`src/rtl/irq_trig_pkg.sv`:
```
package irq_trig_pkg;
  localparam int WORD_W  = 32;
  localparam int BANK_SZ = 32;
  localparam int VEC_W   = 4;
  localparam int ADDR_W  = 16;

  typedef enum logic [2:0] {
    SEL_NONE,
    SEL_STATUS,
    SEL_SENSE,
    SEL_ENABLE,
    SEL_VECTOR
  } regSel_e;

  // Strobes from address decode to the register datapath
  typedef struct packed {
    regSel_e    sel;
    logic       wr;
    logic [1:0] bank;
    logic [4:0] slot;
  } busCmd_t;
endpackage

```
`src/rtl/irq_trig_decode.sv`:
```
module irq_trig_decode
  import irq_trig_pkg::*;
#(
  parameter int NUM_BANKS = 2
) (
  input  logic              busWrite,
  input  logic [ADDR_W-1:0] busAddr,
  output busCmd_t           cmd
);
  logic [3:0] region;
  assign region = busAddr[15:12];

  always_comb begin
    cmd      = '0;
    cmd.sel  = SEL_NONE;
    cmd.wr   = busWrite;
    if (region == 4'd0) begin
      cmd.bank = busAddr[4:3];
      if (busAddr[11:10] == 2'b00 && busAddr[7:5] == 3'b000 &&
          int'(busAddr[4:3]) < NUM_BANKS) begin
        case (busAddr[9:8])
          2'd0:    cmd.sel = SEL_STATUS;
          2'd1:    cmd.sel = SEL_SENSE;
          2'd2:    cmd.sel = SEL_ENABLE;
          default: cmd.sel = SEL_NONE;
        endcase
      end
    end else if (int'(region) <= NUM_BANKS && busAddr[11:8] == 4'd0) begin
      cmd.sel  = SEL_VECTOR;
      cmd.bank = 2'(region - 4'd1);
      cmd.slot = busAddr[7:3];
    end
  end
endmodule

```
`src/rtl/irq_trig_core.sv`:
```
module irq_trig_core
  import irq_trig_pkg::*;
#(
  parameter int NUM_BANKS   = 2,
  parameter int NUM_THREADS = 2,
  localparam int NUM_IRQ    = NUM_BANKS * BANK_SZ
) (
  input  logic               clk,
  input  logic               rstN,
  input  logic [NUM_IRQ-1:0] irqIn,
  input  logic               busRead,
  input  busCmd_t            cmd,
  input  logic [WORD_W-1:0]  wdata,
  output logic [WORD_W-1:0]  rdata,
  output logic [NUM_THREADS-1:0] trigN
);
  logic [NUM_IRQ-1:0] syncA, syncB, syncC;
  logic [NUM_IRQ-1:0] statusQ, senseQ, enableQ;
  logic [NUM_IRQ-1:0] toggle, statusD, rise, fall;
  logic [VEC_W-1:0]   vecQ [NUM_IRQ];

  always_ff @(posedge clk or negedge rstN) begin
    if (!rstN) begin
      syncA <= '0;
      syncB <= '0;
      syncC <= '0;
    end else begin
      syncA <= irqIn;
      syncB <= syncA;
      syncC <= syncB;
    end
  end

  assign rise = syncB & ~syncC;
  assign fall = ~syncB & syncC;

  always_comb begin
    toggle = '0;
    for (int b = 0; b < NUM_BANKS; b++) begin
      if (cmd.wr && cmd.sel == SEL_STATUS && int'(cmd.bank) == b)
        toggle[b*BANK_SZ +: BANK_SZ] = wdata;
    end
  end

  always_comb begin
    for (int i = 0; i < NUM_IRQ; i++) begin
      if (senseQ[i])
        statusD[i] = syncB[i] | ((statusQ[i] ^ toggle[i]) & ~fall[i]);
      else
        statusD[i] = (statusQ[i] ^ toggle[i]) | rise[i];
    end
  end

  always_ff @(posedge clk or negedge rstN) begin
    if (!rstN) begin
      statusQ <= '0;
      senseQ  <= '0;
      enableQ <= '0;
    end else begin
      statusQ <= statusD;
      for (int b = 0; b < NUM_BANKS; b++) begin
        if (cmd.wr && int'(cmd.bank) == b) begin
          if (cmd.sel == SEL_SENSE)  senseQ[b*BANK_SZ +: BANK_SZ]  <= wdata;
          if (cmd.sel == SEL_ENABLE) enableQ[b*BANK_SZ +: BANK_SZ] <= wdata;
        end
      end
    end
  end

  always_ff @(posedge clk or negedge rstN) begin
    if (!rstN) begin
      for (int i = 0; i < NUM_IRQ; i++) vecQ[i] <= '0;
    end else if (cmd.wr && cmd.sel == SEL_VECTOR) begin
      for (int i = 0; i < NUM_IRQ; i++)
        if (int'({cmd.bank, cmd.slot}) == i) vecQ[i] <= wdata[VEC_W-1:0];
    end
  end

  always_comb begin
    rdata = '0;
    if (busRead) begin
      for (int b = 0; b < NUM_BANKS; b++) begin
        if (int'(cmd.bank) == b) begin
          if (cmd.sel == SEL_STATUS) rdata = statusQ[b*BANK_SZ +: BANK_SZ];
          if (cmd.sel == SEL_SENSE)  rdata = senseQ[b*BANK_SZ +: BANK_SZ];
          if (cmd.sel == SEL_ENABLE) rdata = enableQ[b*BANK_SZ +: BANK_SZ];
        end
      end
      if (cmd.sel == SEL_VECTOR) begin
        for (int i = 0; i < NUM_IRQ; i++)
          if (int'({cmd.bank, cmd.slot}) == i)
            rdata = {{(WORD_W-VEC_W){1'b0}}, vecQ[i]};
      end
    end
  end

  for (genvar t = 0; t < NUM_THREADS; t++) begin : gThread
    logic [NUM_IRQ-1:0] hit;
    always_comb begin
      for (int i = 0; i < NUM_IRQ; i++)
        hit[i] = statusQ[i] & enableQ[i] & (vecQ[i] == VEC_W'(t + 1));
    end
    assign trigN[t] = ~|hit;
  end
endmodule

```
`src/rtl/irq_trig_router.sv`:
```
module irq_trig_router
  import irq_trig_pkg::*;
#(
  parameter int NUM_BANKS   = 2,
  parameter int NUM_THREADS = 2,
  localparam int NUM_IRQ    = NUM_BANKS * BANK_SZ
) (
  input  logic                   clk,
  input  logic                   rstN,
  input  logic [NUM_IRQ-1:0]     irqIn,
  input  logic                   busRead,
  input  logic                   busWrite,
  input  logic [ADDR_W-1:0]      busAddr,
  input  logic [WORD_W-1:0]      busWdata,
  output logic [WORD_W-1:0]      busRdata,
  output logic [NUM_THREADS-1:0] trigN
);
  busCmd_t cmd;

  irq_trig_decode #(.NUM_BANKS(NUM_BANKS)) uDecode (
    .busWrite (busWrite),
    .busAddr  (busAddr),
    .cmd      (cmd)
  );

  irq_trig_core #(.NUM_BANKS(NUM_BANKS), .NUM_THREADS(NUM_THREADS)) uCore (
    .clk     (clk),
    .rstN    (rstN),
    .irqIn   (irqIn),
    .busRead (busRead),
    .cmd     (cmd),
    .wdata   (busWdata),
    .rdata   (busRdata),
    .trigN   (trigN)
  );
endmodule

```
`config.mk`:
```
export PLATFORM = sky130hd
export DESIGN_NAME = irq_trig_router
export DESIGN_NICKNAME = d
export VERILOG_FILES = /design/src/rtl/irq_trig_pkg.sv /design/src/rtl/irq_trig_decode.sv /design/src/rtl/irq_trig_core.sv /design/src/rtl/irq_trig_router.sv
export SDC_FILE = /design/constraint.sdc
export NUM_CORES = 1
export LEC_CHECK = 0
export CAP_MARGIN = 25
export CELL_PAD_IN_SITES_DETAIL_PLACEMENT = 1
export CELL_PAD_IN_SITES_GLOBAL_PLACEMENT = 2
export CORE_UTILIZATION = 28
export DETAILED_ROUTE_END_ITERATION = 6
export PLACE_DENSITY = 0.66
export RECOVER_POWER = 100
export SLEW_MARGIN = 40
export SYNTH_ARGS = -nofsm -noshare
export SYNTH_HDL_FRONTEND = slang
export SYNTH_HIERARCHICAL = 1
export SYNTH_SLANG_ARGS = --single-unit
```
`constraint.sdc`:
```
create_clock -name clk -period 6.2 [get_ports clk]
set_clock_uncertainty 0.05 [all_clocks]
set_input_delay 0.62 -clock clk [delete_from_list [all_inputs] [get_ports clk]]
set_output_delay 0.62 -clock clk [all_outputs]
set_load 0.02 [all_outputs]
```
# --- Word-level counts from Yosys, hierarchy flattened ---
# Cells that the tools add are included.
totals:
  regBits: 640
  inputBits: 116
  output_inout_bits: 34
  word_cells: 1024
op_classes:
  n_addsub: 1
  n_lt_le_gt_ge: 2
  n_eq_ne: 198
  mux: 147
  bitwise_logic: 516
  reduce_logical: 88
ops:
  columns: ["operator", "count"]
  rows:
  - ["$mux 32", 76]
  - ["$and 1x1->1", 256]
  - ["$eq 4x1->1 const B", 64]
  - ["$eq 4x2->1 const B", 64]
  - ["$eq 7x7->1 const B", 32]
  - ["$reduce_and 2->1", 68]
  - ["$and 64x64->64", 2]
  - ["$not 64->64", 2]
  - ["$or 1x1->1", 128]
  - ["$reduce_or 64->1", 2]
  - ["$eq 7x6->1 const B", 16]
  - ["$mux 1", 64]
  - ["$not 1->1", 64]
  - ["$xor 1x1->1", 64]
  - ["$eq 7x5->1 const B", 8]
  - ["$eq 7x4->1 const B", 4]
  - ["$eq 7x3->1 const B", 2]
  - ["$logic_and 1x1->1", 9]
  - ["$mux 3", 3]
  - ["$logic_not 4->1", 2]
  - ["$eq 7x2->1 const B", 1]
  - ["$logic_not 7->1", 1]
  - ["$mux 7", 1]
  - ["$eq 3x2->1 const B", 2]
  - ["13 further kinds", 17]

# --- Depth between registers and ports, before layout ---
# Gate-level depths: netlist (run 1).
logic_depth:
  depth_word: 80
  ltp_mapped: 18
  mapped_depth_nobuf: 12

# --- Cells and area by module ---
# Netlist (run 1), hierarchy kept.
by_module_without_submodules:
  columns: ["mod", "n_inst", "cells_per_inst", "area_each_um2", "seq_area_each_um2"]
  rows:
  - ["irq_trig_core", 1, 2691, 30214.0, 16015.4]
  - ["irq_trig_decode", 1, 37, 329.1, 0.0]

# --- Worst setup path after synthesis (run 1) ---
# Ideal clock, no wire load.
synth_timing:
  path_kind: "input to output"
  start: "input busAddr[12]"
  end: "output busRdata[2]"
  arrival_ns: 3.774
  t_required_ns: 5.530
  path_slack_ns: 1.756
  path_stages: 14
  n_path_buf: 2
  path_cell_list: "inv_1 ha_1 or4b_4 buf_6 nor4_2 buf_6 nor2_2 nand2_4 o22ai_1 or4_1 o41a_1 o211ai_2 o2111ai_1 a21oi_1"
synth_rtl:
  columns: ["item", "line", "rtl"]
  rows:
  - ["start, declared", "irq_trig_router.sv:13", "input logic [ADDR_W-1:0] busAddr,"]
  - ["end, declared", "irq_trig_router.sv:15", "output logic [WORD_W-1:0] busRdata,"]

==> results by group, run 1 <==
Synth
  – Net Count, Synth: 2848
  – Post-synth EDFFs: 0
  – Sequential area share after synthesis: 0.524
  – Yosys cell types: 94
  – Synth Warn #: 6
  – Synth Area per Inst: 11.2 µm²
  – FFs w/ async S/R, synth: 1.00
  – Top cells by area, synth: dfrtp_1 (52%), mux2_2 (15%), nand2_1 (3.0%)
  – Post-synthesis cell count: 2728
  – Most common cell in the netlist: dfrtp_1
  – Synth top area share: 0.524
  – Synthesized flop and latch total: 640
  – Synthesized area: 0.0305 mm²
  – Ys flop type: dfrtp_1
  – Commonest cells post-synth: dfrtp_1 (640), mux2_2 (396), nand2_1 (242)
  – Yosys top cell by area: dfrtp_1

Die
  – Placeable Area: 0.108 mm²
  – Initial Util: 0.284
  – DIE HEIGHT: 332 µm
  – Width of the die: 332 µm
  – Ports: 150
  – Die area: 0.110 mm²
  – Rows: 120

Detailed routing
  – Routed WL per cell: 30.8 µm
  – DR iter-0 viols: 1754
  – Routed Antenna Nets: 0
  – Final WL: 136 mm
  – Drt pass-1 iters: 5
  – Via count: 24428
  – Vias per inst: 5.51
  – Drc violations: 0

Critical path
  – Worst reg2reg startpoint: uCore/senseQ[1]$_DFFE_PN0P_
  – Critical Path Fanout Max: 36
  – CP max-delay cell: or4b_4
  – Crit path top cell by count: buf_4
  – Slowest stage delay, CP: 590 ps
  – Setup crit end kind: primary output
  – Worst Path Arrival: 5460 ps
  – Crit path required time: 5530 ps
  – Crit. Startpoint: busAddr[12]
  – Critical path type: input port to primary output
  – Crit path launch type: input port
  – Critical-path cell list: clkdlybuf4s50_1, inv_1, ha_1, or4b_4, nor4_4, buf_12, nand2b_1, clkbuf_2, nor3_2, buf_4, a21oi_1, a311oi_1, o311ai_0, a311o_1, a21o_1, a31oi_1, buf_4, buf_4

Hold path
  – Hold Crit Start: uCore/syncA[63]$_DFF_PN0_
  – HP Class: flip-flop to flip-flop

Power and ir drop
  – Comb pwr share: 0.036
  – Net Sw Frac: 0.230
  – Internal Dissipation: 7.01 mW
  – Total Power: 9.11 mW
  – Switch Pwr: 2.10 mW
  – PD cells: 247 mW/mm²
  – Leakage: 16.3 nW
  – Worst VDD drop: 0.253 mV
  – Clock power share: 0.493
  – Sequential share of power: 0.471

Outcome
  – Failing checks: capacitance limit, slew limit
  – Status: finished with violations

Clock network
  – Cts bufs inserted: 76
  – Post-CTS setup buffer count: 0
  – Clock Latency Late Sink: 640 ps
  – Clock Pin Slew Worst Setup and Hold Paths: 60 ps
  – CTS tree: built
  – Clk buf depth: 3
  – Clock sinks: 640
  – Clock root cell: clkbuf_16
  – H-Tree Depth: 3

Finish
  – FILL cells: 11649
  – Post-route cell area: 0.0369 mm²
  – Multi-input logic area: 0.0135 mm²
  – Final core utilization: 0.343
  – Layout area overhead: 21.0%
  – Seq. cell area: 0.0160 mm²
  – Fraction of layout cells with a size suffix above 1: 0.238
  – Final nets: 3090

GRT
  – Largest net degree at the start of global routing: 141
  – Global-route usage over all layers: 0.246
  – First-pass GRT wire length: 196 mm
  – Total global routing overflow: 0
  – Initial antenna violation count: 7
  – Vias in the first global route: 26067

STA
  – Worst Tran Pin Value: 4090 ps
  – Fin crit share: 0.989
  – Min cycle time layout: 6130 ps
  – Final setup TNS: 0 ps
  – # setup viols final: 0
  – Slew headroom: -1.72
  – F_max: 0.163 GHz
  – Unrepaired setup endpoints after global routing: false
  – Slew Limit Fails: 172
  – Final Hold Fails: 0

Place
  – Final HPWL DP: 104 mm
  – Gpl congestion: 0.994
  – Port Buffers: 146
  – Post-DP Area: 0.0346 mm²

Flow run
  – Max-Cap Viols: 7
cell families after synthesis:
family | count (synthesis) | share of synthesized area
xor gates and xnor gates | 64 | 0.0184
adders and majority gates | 4 | 0.00164
AOI/OAI and AO/OA | 578 | 0.125
DFF | 640 | 0.524
buffers and inverters | 253 | 0.0363
and+or+nand+nor | 753 | 0.134
muxes | 436 | 0.160
final cells by class:
| class | instances | area share |
|---|---|---|
| multi-input combinational | 1835 | 0.365 |
| clock buffer | 112 | 0.0612 |
| tap | 1403 | 0.0475 |
| inverter | 97 | 0.00985 |
| sequential | 640 | 0.433 |
| timing repair buffer | 320 | 0.0762 |
| clock inverter | 22 | 0.00671 |
| antenna | 2 | 0.000135 |
critical path: cells and delay by family:
kind            cells  cell delay (ps)
simple gates        4             1600
fa+ha+maj           1              230
compound gates      6             1370
buf+inv             7             1600
layer usage:
layer / wire length [µm] / vias to the layer above / share of wire / track usage
met1: 61900 / 13137 / 0.45 / 0.339
met2: 63200 / 691 / 0.46 / 0.391
met3: 6870 / 193 / 0.050 / 0.0403
met5: 27 / - / 0.00020 / 0
met4: 4460 / 4 / 0.033 / 0.0809
li1: - / 10403 / - / -
power groups by stage:
stage,sequential [mW],combinational (mW),clock (mW)
final,4.29,0.328,4.49
after global routing,4.30,0.361,4.77
after CTS,4.29,0.348,4.62
after detailed placement,4.37,0.347,0
after global placement,4.36,0.332,0
after floorplan,4.35,0.0901,0
repair_timing:
action | CTS | global route
setup endpoints to repair | 0 | 1
hold endpoints to repair | 59 | 0
hold buffers | 1 | 0
gates resized for setup | 0 | 2
registers in the layout, summed over array words and instances (netlist names):
signal	cells
uCore/statusQ	64
uCore/syncA	64
uCore/enableQ	64
uCore/syncB	64
uCore/senseQ	64
uCore/vecQ	256
uCore/syncC	64
layout by cell type, fill, tap and decap left out, types with 36 or more instances in the layout:
cell type / instances
a21oi_1: 141
dfrtp_1: 640
a22oi_1: 60
nor2_1: 75
nor3_1: 71
xnor2_1: 63
nand2b_1: 73
nand2_1: 242
o22ai_1: 50
mux2i_1: 38
clkbuf_16: 78
o21ai_0: 74
buf_4: 140
dlygate4sd3_1: 87
mux2_2: 393
clkdlybuf4s50_1: 51
a31oi_1: 84
inv_1: 95
nand3b_1: 98
nand3_1: 36
worst paths after layout:
path	end	slack, ps	cells after the start
setup / recovery	busRdata[0]	70	18
hold / removal	uCore/syncB[63]$_DFF_PN0_	290	0
setup reg to reg	uCore/statusQ[1]$_DFF_PN0_	5150	3
hold reg to reg	uCore/syncB[63]$_DFF_PN0_	290	0
max in group asynchronous	uCore/syncC[58]$_DFF_PN0_	1000	4
min in group asynchronous	uCore/vecQ[194]$_DFFE_PN0P_	1940	2
stage by stage:
step | worst slack [ps] | hold slack, ps | cells
after floorplan | 1760 | 274 | 2728
after global placement | 108 | 285 | 4292
after detailed placement | 116 | 286 | 4293
after CTS | 91.2 | 296 | 4428
after global routing | 9.99 | 300 | 4429
final | 69.8 | 294 | 4431
Note: power is estimated with default switching activity, not from simulation.
==> inputs of run 2 (changes only) <==
--- a/config.mk
+++ b/config.mk
@@ -9,6 +9,7 @@
 export CELL_PAD_IN_SITES_DETAIL_PLACEMENT = 1
 export CELL_PAD_IN_SITES_GLOBAL_PLACEMENT = 2
 export CORE_UTILIZATION = 28
+export CTS_BUF_LIST = sky130_fd_sc_hd__clkbuf_4 sky130_fd_sc_hd__clkbuf_8
 export DETAILED_ROUTE_END_ITERATION = 6
 export PLACE_DENSITY = 0.66
 export RECOVER_POWER = 100
==> results by group, run 2 (synthesized netlist as in run 1, its figures left out) <==
Outcome
  – Status: finished with violations
  – Failing checks: capacitance limit, slew limit

Critical path
  – Slowest stage delay, CP: 590 ps
  – Critical path type: input port to primary output
  – Crit path top cell by count: buf_4
  – Crit path launch type: input port
  – CP max-delay cell: or4b_4
  – Crit path required time: 5530 ps
  – Worst Path Arrival: 5400 ps
  – Setup crit end kind: primary output
  – Critical-path cell list: clkdlybuf4s50_1, inv_1, ha_1, or4b_4, nor4_4, buf_12, nand2b_1, clkbuf_2, nor3_2, buf_4, a21oi_1, a311oi_1, o311ai_0, a311o_1, a21o_1, a31oi_1, buf_4, buf_4
  – CP bufs+invs: 7
  – Critical Path Fanout Max: 36
  – Delay-heaviest family, CP: buffers and inverters

Detailed routing
  – Via count: 24640
  – Vias per inst: 5.48
  – Final WL: 137 mm
  – Routed Antenna Nets: 0
  – DR iter-0 viols: 1869
  – Drc violations: 0
  – Routed WL per cell: 30.5 µm
  – Drt pass-1 iters: 6

Die
  – Ports: 150
  – Placeable Area: 0.108 mm²
  – DIE HEIGHT: 332 µm
  – Width of the die: 332 µm
  – Die area: 0.110 mm²
  – Rows: 120
  – Initial Util: 0.284

STA
  – # setup viols final: 0
  – Slew headroom: -1.56
  – Min cycle time layout: 6070 ps
  – Slew Limit Fails: 200
  – Worst Tran Pin Value: 3850 ps
  – Fin crit share: 0.979
  – Final Hold Fails: 0
  – Final setup TNS: 0 ps
  – Final worst slack: 132 ps
  – Unrepaired setup endpoints after global routing: false
  – F_max: 0.165 GHz

Place
  – Port Buffers: 146
  – Placement Setup Slack: 116 ps
  – Final HPWL DP: 104 mm
  – Gpl congestion: 0.994

Finish
  – Final nets: 3125
  – Multi-input logic area: 0.0135 mm²
  – Max reg flops: 256
  – Fraction of layout cells with a size suffix above 1: 0.259
  – FILL cells: 11709
  – Commonest non-fill, non-tap cell in the layout: dfrtp_1
  – Most frequent cells in the layout: dfrtp_1 (640), mux2_2 (394), nand2_1 (242), buf_4 (141), a21oi_1 (141)
  – Layout area overhead: 20.6%
  – Seq. cell area: 0.0160 mm²
  – Largest register by flop count: uCore/vecQ

Clock network
  – Clk buf depth: 3
  – CTS tree: built
  – Cts bufs inserted: 111
  – Clock Pin Slew Worst Setup and Hold Paths: 60 ps
  – Post-CTS setup buffer count: 0
  – H-Tree Depth: 3
  – Clock root cell: clkbuf_8
  – Clock sinks: 640
  – Clock Latency Late Sink: 780 ps

Hold path
  – HP Class: flip-flop to flip-flop

Power and ir drop
  – Worst VDD drop: 0.179 mV
  – Leakage: 16.3 nW
  – PD cells: 238 mW/mm²

Flow run
  – Max-Cap Viols: 8

GRT
  – Total global routing overflow: 0
  – Largest net degree at the start of global routing: 141
  – First-pass GRT wire length: 197 mm
  – Global-route usage over all layers: 0.246
  – Vias in the first global route: 26276
  – Initial antenna violation count: 9
run 2: cell count changes in the layout (fill, tap and decap cells not counted), moves of 2 or more:
cell       change
clkbuf_16     -78
clkbuf_8     +121
clkinv_4       +3
inv_6          -2
clkbuf_4      +44
clkinv_2       -5
inv_16         -2
inv_12         +2
bufinv_16      -2
clkbuf_1      -16
buf_12         -2
diode_2        +3
run 2: what timing repair did:
item,in CTS,in global routing
gates resized for setup,0,2
hold buffers,1,0
endpoints found under the hold margin,59,0
setup endpoints to repair,0,1
run 2: metal layers:
| metal | track usage | part of all wire |
|---|---|---|
| met1 | 0.336 | 0.45 |
| met2 | 0.390 | 0.46 |
| met3 | 0.0465 | 0.059 |
| met4 | 0.0829 | 0.032 |
| met5 | 0 | 0.00040 |
run 2: area by class of cell:
type,count,area share
flip-flops and latches,640,0.435
multi-input cells,1835,0.366
repair buffers,320,0.0763
clock buffers,183,0.0609
well taps,1403,0.0476
inverters,97,0.00988
clock inverters,15,0.00425
diodes,5,0.000340
run 2: power breakdown:
group | switching, mW | leakage, nW | internal [mW]
sequential | 0.0457 | 8.16 | 4.25
combinational | 0.224 | 6.86 | 0.104
clock | 1.84 | 1.28 | 2.32
run 2: worst paths after layout:
| check | from | end | slack (ps) | cells past startpoint |
|---|---|---|---|---|
| max | busAddr[12] | busRdata[0] | 130 | 18 |
| min | uCore/syncA[38]$_DFF_PN0_ | uCore/syncB[38]$_DFF_PN0_ | 290 | 0 |
| max reg2reg | uCore/vecQ[72]$_DFFE_PN0P_ | uCore/vecQ[72]$_DFFE_PN0P_ | 5150 | 1 |
| min reg2reg | uCore/syncA[38]$_DFF_PN0_ | uCore/syncB[38]$_DFF_PN0_ | 290 | 0 |
| max in group asynchronous | rstN | uCore/syncA[24]$_DFF_PN0_ | 1020 | 4 |
| min in group asynchronous | rstN | uCore/vecQ[4]$_DFFE_PN0P_ | 1660 | 2 |
run 2: per-stage QoR:
stage	util	cell area (µm²)	std cells	power [mW]	hold slack (ps)
6_report	0.342	36800	4498	8.78	294
5_1_grt	0.342	36800	4494	9.13	283
2_1_floorplan	-	30500	2728	4.44	274
3_3_place_gp	0.321	34500	4292	4.69	285
4_1_cts	0.344	37000	4492	8.94	137
3_5_place_dp	0.321	34600	4293	4.72	286
==> inputs of run 3 (changes only) <==
--- a/config.mk
+++ b/config.mk
@@ -13,7 +13,7 @@
 export DETAILED_ROUTE_END_ITERATION = 6
 export PLACE_DENSITY = 0.66
 export RECOVER_POWER = 100
-export SLEW_MARGIN = 40
+export SLEW_MARGIN = 20
 export SYNTH_ARGS = -nofsm -noshare
 export SYNTH_HDL_FRONTEND = slang
 export SYNTH_HIERARCHICAL = 1
==> constraint.sdc (replaced) <==
create_clock -name clk -period 6.2 [get_ports clk]
set_clock_uncertainty 0.05 [all_clocks]
set_input_delay 0.62 -clock clk [delete_from_list [all_inputs] [get_ports clk]]
set_output_delay 0.62 -clock clk [all_outputs]
set_load 0.005 [all_outputs]
==> results by group, run 3 (synthesized netlist as in run 1, its figures left out) <==
Critical path
  – Worst Path Arrival: 5420 ps
  – Critical path type: input port to primary output
  – Reg2Reg Setup Slack: 5190 ps
  – Critical Path Fanout Max: 12
  – Crit path required time: 5530 ps
  – Worst reg2reg startpoint: uCore/vecQ[72]$_DFFE_PN0P_
  – Crit path launch type: input port
  – Worst r2r path cells: 1
  – Reg2reg end: uCore/vecQ[72]$_DFFE_PN0P_
  – Setup crit end kind: primary output

Finish
  – Largest register by flop count: uCore/vecQ
  – Commonest non-fill, non-tap cell in the layout: dfrtp_1
  – Post-route cell area: 0.0379 mm²
  – Most frequent cells in the layout: dfrtp_1 (640), mux2_2 (396), nand2_1 (241), buf_4 (225), clkbuf_8 (151)
  – Final core utilization: 0.352
  – Max reg flops: 256
  – Fraction of layout cells with a size suffix above 1: 0.289
  – Layout area overhead: 24.0%
  – Final nets: 3207

STA
  – # setup viols final: 0
  – Worst Tran Pin Value: 3650 ps
  – Min cycle time layout: 6090 ps
  – Fin crit share: 0.983
  – F_max: 0.164 GHz
  – Final setup TNS: 0 ps
  – Slew Limit Fails: 330
  – Final Hold Fails: 0
  – Unrepaired setup endpoints after global routing: true
  – Slew headroom: -1.43
  – Final worst slack: 106 ps

GRT
  – Initial antenna violation count: 8
  – First-pass GRT wire length: 199 mm
  – Vias in the first global route: 26206
  – Largest net degree at the start of global routing: 175
  – Global-route usage over all layers: 0.250
  – Total global routing overflow: 0

Clock network
  – Clock root cell: clkbuf_8
  – H-Tree Depth: 3
  – Clock Latency Late Sink: 770 ps
  – Clk buf depth: 3
  – Cts bufs inserted: 112
  – Clock sinks: 640
  – CTS tree: built
  – Clock Pin Slew Worst Setup and Hold Paths: 60 ps

Detailed routing
  – Drt pass-1 iters: 5
  – Via count: 24838
  – Vias per inst: 5.42
  – DR iter-0 viols: 2132
  – Routed WL per cell: 30.3 µm
  – Final WL: 139 mm
  – Routed Antenna Nets: 0
  – Drc violations: 0

Power and ir drop
  – Internal Dissipation: 6.85 mW
  – Leakage: 16.8 nW
  – Worst VDD drop: 0.164 mV
  – Comb pwr share: 0.037
  – Sequential share of power: 0.479
  – Switch Pwr: 2.10 mW
  – PD cells: 237 mW/mm²
  – Clock power share: 0.483
  – Net Sw Frac: 0.235

Hold path
  – Hold Crit Start: uCore/syncA[18]$_DFF_PN0_
  – Hold Crit Depth: 0
  – HP Class: flip-flop to flip-flop
  – Hold endpoint: uCore/syncB[18]$_DFF_PN0_

Outcome
  – Status: finished with violations
  – Failing checks: capacitance limit, slew limit

Die
  – Rows: 120
  – Width of the die: 332 µm
  – Ports: 150
  – Placeable Area: 0.108 mm²
  – DIE HEIGHT: 332 µm
  – Die area: 0.110 mm²
  – Initial Util: 0.284

Place
  – Port Buffers: 146
  – Gpl congestion: 1.01
  – Placement Setup Slack: 24.7 ps
  – Post-DP Area: 0.0352 mm²
  – Final HPWL DP: 107 mm

Flow run
  – Max-Cap Viols: 4
-- run 3: changes by cell type in the layout (fill, tap and decap cells not counted), sizes merged --
cell | previous run | this run
buf | 155 | 252
dlygate4sd3 | 87 | 65
clkinv | 9 | 16
bufinv | 1 | 4
diode | 5 | 6
clkdlybuf4s50 | 51 | 77
inv | 100 | 101
clkbuf | 210 | 185
-- run 3: power groups by stage --
stage               combinational [mW]  sequential [mW]  clock [mW]
CTS                              0.351             4.29        4.48
global placement                 0.338             4.36           0
finish                           0.335             4.29        4.33
global route                     0.368             4.30        4.65
detailed placement               0.349             4.37           0
floorplan                       0.0900             4.35           0
-- run 3: worst max path at each step --
stage                       end        start  slack [ps]  cells past startpoint
finish              busRdata[0]  busAddr[12]         110                     18
global route        busRdata[3]  busAddr[12]         -10                     18
CTS                 busRdata[2]  busAddr[12]          50                     15
detailed placement  busRdata[3]  busAddr[12]          20                     18
global placement    busRdata[2]  busAddr[12]          20                     17
floorplan           busRdata[2]  busAddr[12]        1970                     14
-- run 3: what timing repair did --
item                                   CTS  global route
endpoints found under the hold margin   50             0
setup endpoints to repair                1             4
gates resized for setup                  1            21
hold buffers                             1             0
setup buffers                            0             4
pin swaps                                0             5
-- run 3: final cells by class --
| cell class | count | area [µm²] |
|---|---|---|
| well taps | 1403 | 1760 |
| flip-flops and latches | 640 | 16000 |
| multi-input cells | 1835 | 13600 |
| clock inverters | 26 | 259 |
| diodes | 6 | 15.0 |
| inverters | 97 | 364 |
| clock buffers | 178 | 2280 |
| fillers | 11709 | 69800 |
| repair buffers | 401 | 3600 |
-- run 3: per-layer routing --
| layer | global-route usage | vias to the layer above | routed length, µm |
|---|---|---|---|
| met4 | 0.0776 | 6 | 3900 |
| met2 | 0.397 | 728 | 64100 |
| li1 | - | 10681 | - |
| met3 | 0.0371 | 196 | 7040 |
| met5 | 0 | - | 41 |
| met1 | 0.351 | 13227 | 64100 |
-- run 3: per-stage QoR --
step                instances  hold WS [ps]  total power [mW]
floorplan                2728           274              4.44
global placement         4369           283              4.70
detailed placement       4370           286              4.72
CTS                      4575           152              9.12
global route             4582           288              9.31
finish                   4586           296              8.96
-- run 3: worst max-delay path, stage by stage --
cell and delay [ps]:
clkdlybuf4s50_1 480, inv_1 60, ha_1 240, or4b_4 580, buf_4 210, nor4_4 180, buf_12 210, buf_4 250
or2_1 250, buf_4 250, nor2_1 140, buf_4 200, a222oi_1 490, buf_4 250, a21oi_1 80, a211oi_1 270
a31oi_1 160, clkdlybuf4s50_1 460
